$ cat config.mk
export PLATFORM = sky130hd
export DESIGN_NAME = gpt_timer
export DESIGN_NICKNAME = d
export VERILOG_FILES = /design/src/rtl/gpt_pkg.sv /design/src/rtl/gpt_regs.sv /design/src/rtl/gpt_sync_edge.sv /design/src/rtl/gpt_core.sv /design/src/rtl/gpt_timer.sv
export SDC_FILE = /design/constraint.sdc
export NUM_CORES = 1
export LEC_CHECK = 0
export ABC_AREA = 1
export BUFFER_PORTS_ARGS = -buffer_cell sky130_fd_sc_hd__buf_2
export CAP_MARGIN = 25
export CORE_MARGIN = 5
export CORE_UTILIZATION = 55
export CTS_CLUSTER_DIAMETER = 80
export DETAILED_ROUTE_END_ITERATION = 12
export PLACE_DENSITY = 0.76
export SYNTH_ARGS = -nofsm -noshare
export SYNTH_HDL_FRONTEND = slang
export SYNTH_SLANG_ARGS = --single-unit
$ cat constraint.sdc
create_clock -name clk -period 6.4 [get_ports clk]
set_input_delay 1.28 -clock clk [delete_from_list [all_inputs] [get_ports clk]]
set_output_delay 1.28 -clock clk [all_outputs]
set_load 0.01 [all_outputs]
$ cat src/rtl/gpt_pkg.sv
package gpt_pkg;

   localparam logic [1:0] A_CTRL  = 2'd0;
   localparam logic [1:0] A_LOAD  = 2'd1;
   localparam logic [1:0] A_MATCH = 2'd2;
   localparam logic [1:0] A_CLEAR = 2'd3;

   localparam int FLG_TO  = 0;
   localparam int FLG_MT  = 1;
   localparam int FLG_CAP = 2;
   localparam int N_FLG   = 3;

   typedef struct packed {
      logic       en;
      logic       ie;
      logic       up;
      logic       alt;
      logic       kind;
      logic [1:0] mode;
   } ctrl_t;

   localparam int CTRL_BITS = $bits(ctrl_t);

   typedef enum logic [2:0] {
      OP_IDLE,
      OP_ONESHOT,
      OP_PERIODIC,
      OP_EDGE_CNT,
      OP_EDGE_TIME,
      OP_PWM
   } op_e;

   function automatic op_e decode_op(input ctrl_t c);
      op_e r;
      r = OP_IDLE;
      if (c.alt) begin
         if (!c.kind && (c.mode == 2'd1 || c.mode == 2'd2)) r = OP_PWM;
      end else begin
         case (c.mode)
            2'd1:    r = OP_ONESHOT;
            2'd2:    r = OP_PERIODIC;
            2'd3:    r = c.kind ? OP_EDGE_TIME : OP_EDGE_CNT;
            default: r = OP_IDLE;
         endcase
      end
      return r;
   endfunction

endpackage

$ cat src/rtl/gpt_regs.sv
module gpt_regs
   import gpt_pkg::*;
#(
   parameter int CNT_W = 16
)(
   input  logic              clk,
   input  logic              rst_n,
   input  logic              wr_en,
   input  logic [1:0]        wr_addr,
   input  logic [CNT_W-1:0]  wr_data,
   input  logic              stop_req,
   input  logic [N_FLG-1:0]  flag_set,
   output ctrl_t             ctrl,
   output logic [CNT_W-1:0]  load_v,
   output logic [CNT_W-1:0]  match_v,
   output logic              restart,
   output logic [N_FLG-1:0]  flags
);

   logic ctrl_wr, load_wr, match_wr, clr_wr;
   logic [N_FLG-1:0] clr_mask;
   logic unused_hi;

   assign ctrl_wr  = wr_en && (wr_addr == A_CTRL);
   assign load_wr  = wr_en && (wr_addr == A_LOAD);
   assign match_wr = wr_en && (wr_addr == A_MATCH);
   assign clr_wr   = wr_en && (wr_addr == A_CLEAR);
   assign clr_mask = clr_wr ? wr_data[N_FLG-1:0] : '0;
   assign unused_hi = ^wr_data[CNT_W-1:CTRL_BITS];

   always_ff @(posedge clk or negedge rst_n) begin
      if (!rst_n) begin
         ctrl    <= '0;
         load_v  <= '0;
         match_v <= '0;
         restart <= 1'b0;
         flags   <= '0;
      end else begin
         restart <= ctrl_wr;
         if (ctrl_wr)
            ctrl <= ctrl_t'(wr_data[CTRL_BITS-1:0]);
         else if (stop_req)
            ctrl.en <= 1'b0;
         if (load_wr)  load_v  <= wr_data;
         if (match_wr) match_v <= wr_data;
         flags <= (flags & ~clr_mask) | flag_set;
      end
   end

endmodule

$ cat src/rtl/gpt_sync_edge.sv
module gpt_sync_edge #(
   parameter int STAGES = 2
)(
   input  logic clk,
   input  logic rst_n,
   input  logic din,
   output logic rise
);

   logic [STAGES-1:0] chain;
   logic              prev;

   generate
      for (genvar g = 0; g < STAGES; g++) begin : g_stage
         if (g == 0) begin : g_first
            always_ff @(posedge clk or negedge rst_n) begin
               if (!rst_n) chain[0] <= 1'b0;
               else        chain[0] <= din;
            end
         end else begin : g_next
            always_ff @(posedge clk or negedge rst_n) begin
               if (!rst_n) chain[g] <= 1'b0;
               else        chain[g] <= chain[g-1];
            end
         end
      end
   endgenerate

   always_ff @(posedge clk or negedge rst_n) begin
      if (!rst_n) prev <= 1'b0;
      else        prev <= chain[STAGES-1];
   end

   assign rise = chain[STAGES-1] & ~prev;

endmodule

$ cat src/rtl/gpt_core.sv
module gpt_core
   import gpt_pkg::*;
#(
   parameter int CNT_W = 16
)(
   input  logic              clk,
   input  logic              rst_n,
   input  op_e               op,
   input  logic              en,
   input  logic              up,
   input  logic              ie,
   input  logic [CNT_W-1:0]  load_v,
   input  logic [CNT_W-1:0]  match_v,
   input  logic              restart,
   input  logic              rise,
   output logic [CNT_W-1:0]  cnt,
   output logic [CNT_W-1:0]  capt,
   output logic              pwm_q,
   output logic [N_FLG-1:0]  flag_set,
   output logic              stop_req
);

   logic [CNT_W-1:0] cnt_n, capt_n, dec, inc;
   logic             pwm_n, timer_op, count_up, at_end;

   assign dec      = cnt - 1'b1;
   assign inc      = cnt + 1'b1;
   assign timer_op = (op == OP_ONESHOT) || (op == OP_PERIODIC);
   assign count_up = timer_op && up;
   assign at_end   = count_up ? (cnt == load_v) : (cnt == '0);

   always_comb begin
      cnt_n    = cnt;
      capt_n   = capt;
      pwm_n    = pwm_q;
      flag_set = '0;
      stop_req = 1'b0;
      if (restart) begin
         cnt_n = count_up ? '0 : load_v;
         pwm_n = 1'b1;
      end else if (en) begin
         case (op)
            OP_ONESHOT, OP_PERIODIC: begin
               if (ie && (cnt == match_v)) flag_set[FLG_MT] = 1'b1;
               if (at_end) begin
                  flag_set[FLG_TO] = 1'b1;
                  if (op == OP_PERIODIC) cnt_n = count_up ? '0 : load_v;
                  else                   stop_req = 1'b1;
               end else begin
                  cnt_n = count_up ? inc : dec;
               end
            end
            OP_PWM: begin
               if (cnt == '0) begin
                  cnt_n = load_v;
                  pwm_n = 1'b1;
               end else begin
                  cnt_n = dec;
                  if (cnt == match_v) pwm_n = 1'b0;
               end
            end
            OP_EDGE_CNT: begin
               if (rise) begin
                  capt_n = dec;
                  if (dec == match_v) begin
                     flag_set[FLG_CAP] = 1'b1;
                     cnt_n = load_v;
                  end else begin
                     cnt_n = dec;
                  end
               end
            end
            OP_EDGE_TIME: begin
               cnt_n = (cnt == '0) ? load_v : dec;
               if (rise) begin
                  capt_n = cnt;
                  flag_set[FLG_CAP] = 1'b1;
               end
            end
            default: ;
         endcase
      end
   end

   always_ff @(posedge clk or negedge rst_n) begin
      if (!rst_n) begin
         cnt   <= '0;
         capt  <= '0;
         pwm_q <= 1'b0;
      end else begin
         cnt   <= cnt_n;
         capt  <= capt_n;
         pwm_q <= pwm_n;
      end
   end

endmodule

$ cat src/rtl/gpt_timer.sv
module gpt_timer
   import gpt_pkg::*;
#(
   parameter int CNT_W       = 16,
   parameter int SYNC_STAGES = 2
)(
   input  logic              clk,
   input  logic              rst_n,
   input  logic              wr_en,
   input  logic [1:0]        wr_addr,
   input  logic [CNT_W-1:0]  wr_data,
   input  logic              cap_in,
   output logic              pwm_o,
   output logic [CNT_W-1:0]  capt_o,
   output logic [CNT_W-1:0]  cnt_o,
   output logic              run_o,
   output logic              irq_to_o,
   output logic              irq_mt_o,
   output logic              irq_cap_o
);

   initial begin
      assert (CNT_W >= CTRL_BITS + 1) else $error("CNT_W too small for control word");
      assert (SYNC_STAGES >= 2) else $error("SYNC_STAGES must be at least 2");
   end

   ctrl_t            ctrl;
   op_e              op;
   logic [CNT_W-1:0] load_v, match_v;
   logic             restart, rise, stop_req, pwm_q;
   logic [N_FLG-1:0] flags, flag_set;

   assign op = decode_op(ctrl);

   gpt_regs #(.CNT_W(CNT_W)) u_regs (
      .clk      (clk),
      .rst_n    (rst_n),
      .wr_en    (wr_en),
      .wr_addr  (wr_addr),
      .wr_data  (wr_data),
      .stop_req (stop_req),
      .flag_set (flag_set),
      .ctrl     (ctrl),
      .load_v   (load_v),
      .match_v  (match_v),
      .restart  (restart),
      .flags    (flags)
   );

   gpt_sync_edge #(.STAGES(SYNC_STAGES)) u_sync (
      .clk   (clk),
      .rst_n (rst_n),
      .din   (cap_in),
      .rise  (rise)
   );

   gpt_core #(.CNT_W(CNT_W)) u_core (
      .clk      (clk),
      .rst_n    (rst_n),
      .op       (op),
      .en       (ctrl.en),
      .up       (ctrl.up),
      .ie       (ctrl.ie),
      .load_v   (load_v),
      .match_v  (match_v),
      .restart  (restart),
      .rise     (rise),
      .cnt      (cnt_o),
      .capt     (capt_o),
      .pwm_q    (pwm_q),
      .flag_set (flag_set),
      .stop_req (stop_req)
   );

   assign pwm_o     = pwm_q && ctrl.en && (op == OP_PWM);
   assign run_o     = ctrl.en;
   assign irq_to_o  = flags[FLG_TO];
   assign irq_mt_o  = flags[FLG_MT];
   assign irq_cap_o = flags[FLG_CAP];

endmodule

==> run metrics <==
layout cells sized above 1=11.4%; Main synth FF type=dfrtp_1; area of the die=0.0135 sq mm; Final Skew=8.64 ps; ant diodes=0; initial core utilization=56.5%; CTS tree=done; Max Cap Viol=0; CP cell instances=inv_4 -> ha_1 -> nand3_2 -> nor2_2 -> nand3_2 -> clkinv_2 -> nand2_2 -> o21ai_2 -> nand2_1 -> nand2_2 -> inv_2 -> nor2_1 -> a21oi_2; CTS sink cnt=79; synthesized area=0.00618 sq mm; post-synth top area cell=dfrtp_1; Setup violations, final=0; setup ws final=2730 ps; WL/cell=16.4 um; Final ANT Viol Nets=0; standby leakage power=3.65 nW; final hold violation count=0; Netlist cell types=39; Seq cells post-synth=79; WS Path Type=flip-flop to flip-flop; cell row count=38; count leader, synth=nand2_1; power per cell area=436 mW/mm^2; Post-synth EDFFs=0; Post-CTS Hold Fix Bufs=0; crit path max fanout=17; worst slew pin tran=1020 ps; Reg clk slew, reported paths=60 ps; share of the synthesized area in the top cell type=32.0%; CP peak stage delay=510 ps; critical path launch point type=flip-flop; Mapped Nets=1002; initial antenna violation count=0; I/O Buffers=58; Total GRT Usage=29.3%; die width=116 um; Die Span Y=116 um; Worst path slowest cell=dfrtp_1; total negative slack=0 ps; delay-heaviest family, CP=simple AND/OR/NAND/NOR gates; Crit. End Element=flip-flop; status=finished clean; Peak supply drop=0.246 mV; gpl congestion=0.946; Nets=1029; CP bufs+invs=3; top post-synthesis cells by area=dfrtp_1 32%, nand2_1 19%, o21ai_0 9.5%; fin crit period=3670 ps; WL final=18.9 mm; # DRC=0; clk_lat worst skew=350 ps; starting DRC count in detailed routing=748; CTS buffer count=9; first-pass GRT wire length=30.6 mm; Setup WS pre-CTS=2900 ps; area grow syn2layout=10.3%; Max Clk Rate=273 MHz; synthesis warning total=0; RSZ-0062 raised after global routing=no; worst hold margin=360 ps; setup bufs post-CTS=0; CTS root buf=clkbuf_16; Pre-antenna DRT Iters=7; pin count of the biggest net entering global routing=80; most frequent cells after synthesis=307 x nand2_1, 117 x o21ai_0, 111 x inv_1; CTS resizes=0; Cells after Synth=976; fin crit share=57.3%; Arr. time, crit path=3900 ps; DR vias=6340; Worst Path Required=6630 ps; number of global-route vias before repair=5690; sequential fraction of the synthesis area=32.0%; Hold/Removal Path Class=flip-flop to flip-flop; Via density=5.52; Top Ports=59; grt ovf=0; core area=0.0109 sq mm; CTS Buffer Depth=2; max_slew headroom=31.8%; Async S/R FF share, synth=100%; Layout fillers=1092; syn_area_per_cell=6.33 sq um; H-tree lvl count=3; fin. max-slew vios=0; HPWL after DPL=13.9 mm
-- layer usage --
metal	share of wire (%)	vias up	GRT usage [%]
met5	0	-	0
met4	2.3	0	9.82
met3	9.8	38	4.86
met2	41	329	41.0
met1	47	2809	45.5
li1	-	3164	-
-- power breakdown --
| part | switching, mW | internal [mW] | total (mW) |
|---|---|---|---|
| sequential | 0.284 | 0.636 | 0.920 |
| combinational | 0.942 | 0.521 | 1.46 |
| clock | 0.209 | 0.382 | 0.591 |
-- cell families after synthesis --
group / synth area share (%)
compound gates: 15.8
flops: 32.0
xor+xnor: 5.24
simple gates: 35.3
buf+inv: 10.9
fa+ha+maj: 0.810
-- layout make-up --
type	instances	area (sq um)	share of cell area, %
clock buffers	11	233	3.41
clock inverters	5	106	1.56
inverters	120	454	6.66
multi-input cells	732	3530	51.8
flip-flops and latches	79	1980	29.0
well taps	140	175	2.57
repair buffers	61	343	5.03
-- flip-flops by register name, summed over array words and instances, names as in the netlist --
register and flops:
u_core.capt 16, u_core.cnt 16, u_regs.load_v 16, u_regs.match_v 16, u_regs.ctrl 7, u_regs.flags 3
u_sync.chain 2, u_core.pwm_q 1, u_regs.restart 1, u_sync.prev 1
-- worst paths after layout --
kind,startpoint,endpoint,slack (ps),depth (start not counted)
setup / recovery,u_core.cnt[0]$_DFFE_PN0P_,u_core.cnt[8]$_DFFE_PN0P_,2730,13
hold / removal,u_sync.chain[0]$_DFF_PN0_,u_sync.chain[1]$_DFF_PN0_,360,0
setup reg to reg,u_core.cnt[0]$_DFFE_PN0P_,u_core.cnt[8]$_DFFE_PN0P_,2730,13
hold reg to reg,u_sync.chain[0]$_DFF_PN0_,u_sync.chain[1]$_DFF_PN0_,360,0
max in group asynchronous,rst_n,u_core.cnt[2]$_DFFE_PN0P_,4930,2
min in group asynchronous,rst_n,u_regs.match_v[11]$_DFFE_PN0P_,880,1
-- per-stage QoR --
stage / std cells / power (mW) / cell area (sq um) / utilization (%)
finish: 1148 / 2.97 / 6820 / 62.4
global route: 1148 / 3.22 / 6820 / 62.4
CTS: 1146 / 2.94 / 6780 / 62.0
detailed placement: 1130 / 2.34 / 6440 / 58.9
global placement: 1130 / 2.34 / 6440 / 58.9
floorplan: 976 / 1.95 / 6180 / -
-- cell usage in the layout, fill, tap and decap left out, types with 10 or more instances in the layout --
cell / netlist / routed
nand4_1: 10 / 10
a21oi_1: 31 / 31
o21ai_0: 117 / 117
nand3_1: 75 / 75
buf_2: 20 / 57
nor2_1: 87 / 87
dfrtp_1: 79 / 79
a31oi_1: 11 / 11
xor2_1: 30 / 30
nand2_1: 307 / 307
inv_1: 111 / 111
Power figures use the tool's default switching activity.
